`src/rtl/mpw_pkg.sv`:
```
package mpw_pkg;
    localparam int unsigned MPW_DATA_W = 8;
    localparam int unsigned MPW_OVS    = 16;

    typedef enum logic [1:0] {
        SMP_IDLE  = 2'd0,
        SMP_START = 2'd1,
        SMP_BITS  = 2'd2
    } smp_state_e;
endpackage

```
`src/rtl/mpw_bit_sampler.sv`:
```
module mpw_bit_sampler
    import mpw_pkg::*;
#(
    parameter int unsigned DATA_W = MPW_DATA_W,
    parameter int unsigned OVS    = MPW_OVS
) (
    input  logic              clk,
    input  logic              rst_n,
    input  logic              os_tick,
    input  logic              rxd,
    output logic              frm_done,
    output logic [DATA_W-1:0] frm_data,
    output logic              frm_mp,
    output logic              frm_stop
);
    localparam int unsigned NBITS = DATA_W + 2;
    localparam int unsigned CNT_W = $clog2(OVS);
    localparam int unsigned IDX_W = $clog2(NBITS);
    localparam int unsigned MID   = OVS / 2 - 1;

    typedef struct packed {
        smp_state_e       st;
        logic [CNT_W-1:0] cnt;
        logic [IDX_W-1:0] idx;
        logic [NBITS-1:0] shf;
        logic             done;
    } smp_t;

    smp_t smp_q, smp_d;

    always_comb begin
        smp_d      = smp_q;
        smp_d.done = 1'b0;
        if (os_tick) begin
            case (smp_q.st)
                SMP_IDLE: begin
                    if (!rxd) begin
                        smp_d.st  = SMP_START;
                        smp_d.cnt = '0;
                    end
                end
                SMP_START: begin
                    if (smp_q.cnt == CNT_W'(MID)) begin
                        smp_d.cnt = '0;
                        smp_d.idx = '0;
                        smp_d.st  = rxd ? SMP_IDLE : SMP_BITS;
                    end else begin
                        smp_d.cnt = smp_q.cnt + CNT_W'(1);
                    end
                end
                SMP_BITS: begin
                    if (smp_q.cnt == CNT_W'(OVS - 1)) begin
                        smp_d.cnt = '0;
                        smp_d.shf = {rxd, smp_q.shf[NBITS-1:1]};
                        if (smp_q.idx == IDX_W'(NBITS - 1)) begin
                            smp_d.done = 1'b1;
                            smp_d.st   = SMP_IDLE;
                        end else begin
                            smp_d.idx = smp_q.idx + IDX_W'(1);
                        end
                    end else begin
                        smp_d.cnt = smp_q.cnt + CNT_W'(1);
                    end
                end
                default: smp_d.st = SMP_IDLE;
            endcase
        end
    end

    always_ff @(posedge clk or negedge rst_n) begin
        if (!rst_n) smp_q <= '0;
        else        smp_q <= smp_d;
    end

    assign frm_done = smp_q.done;
    assign frm_data = smp_q.shf[DATA_W-1:0];
    assign frm_mp   = smp_q.shf[DATA_W];
    assign frm_stop = smp_q.shf[NBITS-1];
endmodule

```
`src/rtl/mpw_wake_filter.sv`:
```
module mpw_wake_filter (
    input  logic clk,
    input  logic rst_n,
    input  logic mp_en,
    input  logic frm_done,
    input  logic frm_mp,
    input  logic wake_wr,
    input  logic wake_wdata,
    output logic wake_en,
    output logic filt_on,
    output logic accept
);
    typedef struct packed {
        logic wake;
    } wk_t;

    wk_t  wk_q, wk_d;
    logic hw_clr;

    always_comb begin
        filt_on = mp_en & wk_q.wake;
        accept  = frm_done & (~filt_on | frm_mp);
        hw_clr  = frm_done & filt_on & frm_mp;
        wk_d    = wk_q;
        if (hw_clr)       wk_d.wake = 1'b0;
        else if (wake_wr) wk_d.wake = wake_wdata;
    end

    always_ff @(posedge clk or negedge rst_n) begin
        if (!rst_n) wk_q <= '0;
        else        wk_q <= wk_d;
    end

    assign wake_en = wk_q.wake;
endmodule

```
`src/rtl/mpw_rx_status.sv`:
```
module mpw_rx_status
    import mpw_pkg::*;
#(
    parameter int unsigned DATA_W = MPW_DATA_W
) (
    input  logic              clk,
    input  logic              rst_n,
    input  logic              accept,
    input  logic              filt_on,
    input  logic [DATA_W-1:0] frm_data,
    input  logic              frm_mp,
    input  logic              frm_stop,
    input  logic              rdr_take,
    input  logic              err_clr,
    input  logic              rx_ie,
    input  logic              err_ie,
    output logic [DATA_W-1:0] rx_data,
    output logic              rx_full,
    output logic              frm_err,
    output logic              ovr_err,
    output logic              mpb_flag,
    output logic              rx_irq,
    output logic              err_irq
);
    typedef struct packed {
        logic [DATA_W-1:0] data;
        logic              full;
        logic              fe;
        logic              oe;
        logic              mpb;
    } st_t;

    st_t st_q, st_d;

    always_comb begin
        st_d = st_q;
        if (rdr_take) st_d.full = 1'b0;
        if (err_clr) begin
            st_d.fe = 1'b0;
            st_d.oe = 1'b0;
        end
        if (accept) begin
            if (st_q.full && !rdr_take) begin
                st_d.oe = 1'b1;
            end else begin
                st_d.data = frm_data;
                st_d.full = 1'b1;
                st_d.mpb  = frm_mp;
            end
            if (!frm_stop) st_d.fe = 1'b1;
        end
    end

    always_ff @(posedge clk or negedge rst_n) begin
        if (!rst_n) st_q <= '0;
        else        st_q <= st_d;
    end

    assign rx_data  = st_q.data;
    assign rx_full  = st_q.full;
    assign frm_err  = st_q.fe;
    assign ovr_err  = st_q.oe;
    assign mpb_flag = st_q.mpb;
    assign rx_irq   = rx_ie & st_q.full & ~filt_on;
    assign err_irq  = err_ie & (st_q.fe | st_q.oe) & ~filt_on;
endmodule

```
`src/rtl/mpwake_uart_rx.sv`:
```
module mpwake_uart_rx
    import mpw_pkg::*;
#(
    parameter int unsigned DATA_W = MPW_DATA_W,
    parameter int unsigned OVS    = MPW_OVS
) (
    input  logic              clk,
    input  logic              rst_n,
    input  logic              os_tick,
    input  logic              rxd,
    input  logic              cfg_mp_en,
    input  logic              cfg_rx_ie,
    input  logic              cfg_err_ie,
    input  logic              wake_wr,
    input  logic              wake_wdata,
    input  logic              rdr_take,
    input  logic              err_clr,
    output logic [DATA_W-1:0] rx_data,
    output logic              rx_full,
    output logic              frm_err,
    output logic              ovr_err,
    output logic              mpb_flag,
    output logic              wake_en,
    output logic              rx_irq,
    output logic              err_irq
);
    logic              frm_done;
    logic [DATA_W-1:0] frm_data;
    logic              frm_mp;
    logic              frm_stop;
    logic              filt_on;
    logic              accept;

    mpw_bit_sampler #(.DATA_W(DATA_W), .OVS(OVS)) u_smp (
        .clk      (clk),
        .rst_n    (rst_n),
        .os_tick  (os_tick),
        .rxd      (rxd),
        .frm_done (frm_done),
        .frm_data (frm_data),
        .frm_mp   (frm_mp),
        .frm_stop (frm_stop)
    );

    mpw_wake_filter u_wake (
        .clk        (clk),
        .rst_n      (rst_n),
        .mp_en      (cfg_mp_en),
        .frm_done   (frm_done),
        .frm_mp     (frm_mp),
        .wake_wr    (wake_wr),
        .wake_wdata (wake_wdata),
        .wake_en    (wake_en),
        .filt_on    (filt_on),
        .accept     (accept)
    );

    mpw_rx_status #(.DATA_W(DATA_W)) u_stat (
        .clk      (clk),
        .rst_n    (rst_n),
        .accept   (accept),
        .filt_on  (filt_on),
        .frm_data (frm_data),
        .frm_mp   (frm_mp),
        .frm_stop (frm_stop),
        .rdr_take (rdr_take),
        .err_clr  (err_clr),
        .rx_ie    (cfg_rx_ie),
        .err_ie   (cfg_err_ie),
        .rx_data  (rx_data),
        .rx_full  (rx_full),
        .frm_err  (frm_err),
        .ovr_err  (ovr_err),
        .mpb_flag (mpb_flag),
        .rx_irq   (rx_irq),
        .err_irq  (err_irq)
    );
endmodule

```
`config.mk`:
```
export PLATFORM = sky130hd
export DESIGN_NAME = mpwake_uart_rx
export DESIGN_NICKNAME = d
export VERILOG_FILES = /design/src/rtl/mpw_pkg.sv /design/src/rtl/mpw_bit_sampler.sv /design/src/rtl/mpw_wake_filter.sv /design/src/rtl/mpw_rx_status.sv /design/src/rtl/mpwake_uart_rx.sv
export SDC_FILE = /design/constraint.sdc
export NUM_CORES = 1
export LEC_CHECK = 0
export BUFFER_PORTS_ARGS = -buffer_cell sky130_fd_sc_hd__buf_2
export CAP_MARGIN = 20
export CORE_ASPECT_RATIO = 1.25
export CORE_MARGIN = 8
export CORE_UTILIZATION = 59
export CTS_CLUSTER_DIAMETER = 30
export CTS_CLUSTER_SIZE = 10
export DETAILED_ROUTE_END_ITERATION = 8
export GPL_TIMING_DRIVEN = 0
export PLACE_DENSITY_LB_ADDON = 0.05
export SLEW_MARGIN = 20
export SYNTH_ARGS = -nofsm -noshare
export SYNTH_HDL_FRONTEND = slang
export SYNTH_SLANG_ARGS = --single-unit
export TNS_END_PERCENT = 100
```
`constraint.sdc`:
```
create_clock -name clk -period 2.7 [get_ports clk]
set_clock_uncertainty 0.05 [all_clocks]
set_input_delay 0.54 -clock clk [delete_from_list [all_inputs] [get_ports clk]]
set_output_delay 0.54 -clock clk [all_outputs]
set_load 0.05 [all_outputs]
```
==> reports/qor.txt <==
FLOORPLANNING
------------------------------------------------------------------------------------
Die height ............................................................      73.8 um
Die Span X ............................................................      62.3 um
I/O pin cnt ...........................................................           26
Initial core utilization ..............................................        60.7%
FP Rows ...............................................................           21
Core area .............................................................     2600 um2
Die area ..............................................................     4590 um2

ROUTING
------------------------------------------------------------------------------------
Post-route DRC ........................................................            0
Post-detailed-route count of antenna-violating nets ...................            0
DRC marker count from the first detailed-route iteration ..............           28
Initial DRT Pass Iterations ...........................................            4
Total vias in the final route .........................................         1096
Vias per inst .........................................................         5.62
Total detailed-routing wirelength .....................................      2860 um
Wire length per cell after detailed routing ...........................      14.7 um

YOSYS
------------------------------------------------------------------------------------
Synthesized area ......................................................     1580 um2
Number of unique standard cell types used by synthesis ................           32
Avg Cell Area, Syn ....................................................     12.3 um2
Proportion of synthesized flip-flops having asynchronous set or reset .         100%
EDFF count, synth .....................................................            0
Part of the Yosys area used for sequential elements ...................        53.9%
Yosys top cell by area ................................................ sky130_fd_sc_hd__dfrtp_1
Syn_nets ..............................................................          147
Most used standard cells in the synthesized netlist ................... sky130_fd_sc_hd__dfrtp_1, sky130_fd_sc_hd__o21ai_0, sky130_fd_sc_hd__inv_1, sky130_fd_sc_hd__mux2_1, sky130_fd_sc_hd__mux2_2
Post-synth top area share .............................................        53.9%
Seq cells post-synth ..................................................           34
Most repeated cell in the gate-level netlist after synthesis .......... sky130_fd_sc_hd__dfrtp_1
Largest cells by area after synthesis ................................. sky130_fd_sc_hd__dfrtp_1, sky130_fd_sc_hd__mux2_1, sky130_fd_sc_hd__mux2_2
Gate Count Post-Synth .................................................          128
Prevailing post-synth register cell ................................... sky130_fd_sc_hd__dfrtp_1
Count of synthesis-stage warnings from yosys ..........................            0

POWER
------------------------------------------------------------------------------------
Maximum VDD drop ......................................................     0.463 mV
Leak ..................................................................     0.964 nW
Power density over the cells ..........................................   646 nW/um2

CLOCK TREE
------------------------------------------------------------------------------------
Clock latency on the worst-skew pair ..................................       350 ps
Clk slew on worst S/H paths ...........................................       110 ps
Number of buffers inserted during clock tree synthesis ................            5
Count of buffers added by post-CTS timing repair for setup ............            0
Clock tree from TritonCTS .............................................         done
Root buf cell ......................................................... sky130_fd_sc_hd__clkbuf_4
CTS Hold Bufs .........................................................            0
Deepest clock path buffer count .......................................            2
Number of sinks driven by the clock tree ..............................           34
Number of resized instances in the post-cts repair step ...............            0
H-Tree Depth ..........................................................            2

MIN PATH
------------------------------------------------------------------------------------
Type of the most critical hold path ...................................     in2async

TIMING
------------------------------------------------------------------------------------
Unrepaired setup endpoints after global routing .......................           no
Final cycle utilization of the critical path ..........................        74.5%
Final Critical Period .................................................      2010 ps
Measured slew at the worst slew-check pin .............................       728 ps
Max Fclk ..............................................................    0.497 GHz
Finish-stage setup viols ..............................................            0
Setup tns final .......................................................         0 ps
Slew headroom .........................................................        51.5%
Final Hold Fails ......................................................            0
Max-slew violations ...................................................            0

PLACED DESIGN
------------------------------------------------------------------------------------
Dpl cell area .........................................................     1750 um2
Routability cong. .....................................................        0.839
HPWL after detailed placement .........................................      2130 um
Count of input and output buffers .....................................           25

WORST SETUP PATH
------------------------------------------------------------------------------------
Required time of the critical path ....................................      2880 ps
Maximum fanout encountered on the critical timing path ................           10
Crit path from ........................................................ u_smp.smp_q[19]
Arrival time at the worst endpoint ....................................      2200 ps
Critical path class ...................................................      reg2reg
Type of destination of the critical path ..............................     register
Worst flop-to-flop path startpoint .................................... u_smp.smp_q[19]
Critical Path Start Type ..............................................     register

FINAL LAYOUT
------------------------------------------------------------------------------------
Share of layout cells above drive strength 1 ..........................        31.7%
Antenna diode count ...................................................            0
Post-synthesis to final-layout area growth ............................        15.9%
Final layout net count ................................................          179
Total non-filler cell area in the finished layout .....................     1830 um2

GRT
------------------------------------------------------------------------------------
Pin count of the biggest net entering global routing ..................           35
Number of global-route vias before repair .............................         1172
Wire length of the first global-routing pass ..........................      4940 um
GRT Util Overall ......................................................        13.5%
Global-route congestion overflow total ................................            0
Number of antenna violations at the first check in global routing .....            0

JOB
------------------------------------------------------------------------------------
Reported max-cap violation count ......................................            0

OUTCOME
------------------------------------------------------------------------------------
Run status ............................................................ finished, final reports clean

-- power breakdown --
group | internal (mW) | leakage (nW) | switching, mW
clock | 0.194 | 0.0374 | 0.185
combinational | 0.0992 | 0.457 | 0.148
sequential | 0.532 | 0.469 | 0.0231
-- worst max-delay path: stages, from the launching register on --
cell and delay, ps:
sky130_fd_sc_hd__dfrtp_1 430, sky130_fd_sc_hd__inv_1 110, sky130_fd_sc_hd__ha_1 260, sky130_fd_sc_hd__nand4_1 310
sky130_fd_sc_hd__inv_1 120, sky130_fd_sc_hd__nand2_1 100, sky130_fd_sc_hd__buf_4 190, sky130_fd_sc_hd__mux2_1 320
-- metrics by stage --
| stage | util (%) | setup slack (ps) | power (mW) | hold WS, ps | std cells |
|---|---|---|---|---|---|
| 4_1_cts | 70.3 | 681 | 1.19 | 200 | 195 |
| 3_5_place_dp | 67.1 | 707 | 0.813 | 423 | 187 |
| 5_1_grt | 70.3 | 481 | 1.25 | 239 | 195 |
| 2_1_floorplan | - | 550 | 0.747 | 194 | 128 |
| 3_3_place_gp | 67.1 | 771 | 0.801 | 418 | 187 |
| 6_report | 70.3 | 688 | 1.18 | 182 | 195 |
-- routing by layer --
metal | global-route usage [%] | wire length, um
met1 | 12.3 | 1120
met2 | 24.5 | 1540
met3 | 5.49 | 152
met4 | 8.63 | 48
met5 | 0 | 0
-- registers in the layout, summed over array words and instances (netlist names) --
signal	flops
u_stat.frm_err	1
u_wake.wake_en	1
u_smp.frm_stop	1
u_smp.frm_done	1
u_smp.frm_data	8
u_stat.mpb_flag	1
u_smp.smp_q	10
u_stat.rx_data	8
u_smp.frm_mp	1
u_stat.rx_full	1
u_stat.ovr_err	1
-- placed cells by master (no fill, tap or decap), drive strengths merged, types with 2 or more instances in the layout --
master | synthesis | routed
dfrtp | 34 | 34
buf | 2 | 27
mux2 | 20 | 20
o21ai | 11 | 11
inv | 10 | 10
ha | 8 | 8
nand2 | 5 | 5
nor2 | 5 | 5
clkbuf | 0 | 5
o22ai | 3 | 3
nand2b | 3 | 3
a21oi | 3 | 3
nand3 | 3 | 3
o31ai | 3 | 3
mux2i | 2 | 2
clkinvlp | 0 | 2
-- path summary, 6_finish.rpt --
kind	cells past startpoint	endpoint	slack, ps
hold reg to reg	1	u_stat.frm_err	440
setup / recovery	7	u_smp.frm_data[4]	690
hold / removal	1	u_stat.rx_data[1]	180
min in group clk	2	u_wake.wake_en	330
setup reg to reg	7	u_smp.frm_data[4]	690
max in group asynchronous	1	u_smp.smp_q[20]	1950
-- kinds of logic after synthesis --
group,synth area share [%]
compound gates,11.8
buf+inv,3.33
simple gates,8.57
fa+ha+maj,6.34
mux,16.0
flops,53.9
-- layout make-up --
cell class                      instances  area, um2
Buffer                                  2       15.0
Clock buffer                            5       37.5
Clock inverter                          3       45.0
Fill cell                             199        773
Inverter                               10       37.5
Multi-Input combinational cell         82        674
Sequential cell                        34        851
Tap cell                               34       42.5
Timing Repair Buffer                   25        125
No activity file was read; power rests on OpenSTA's default activity.
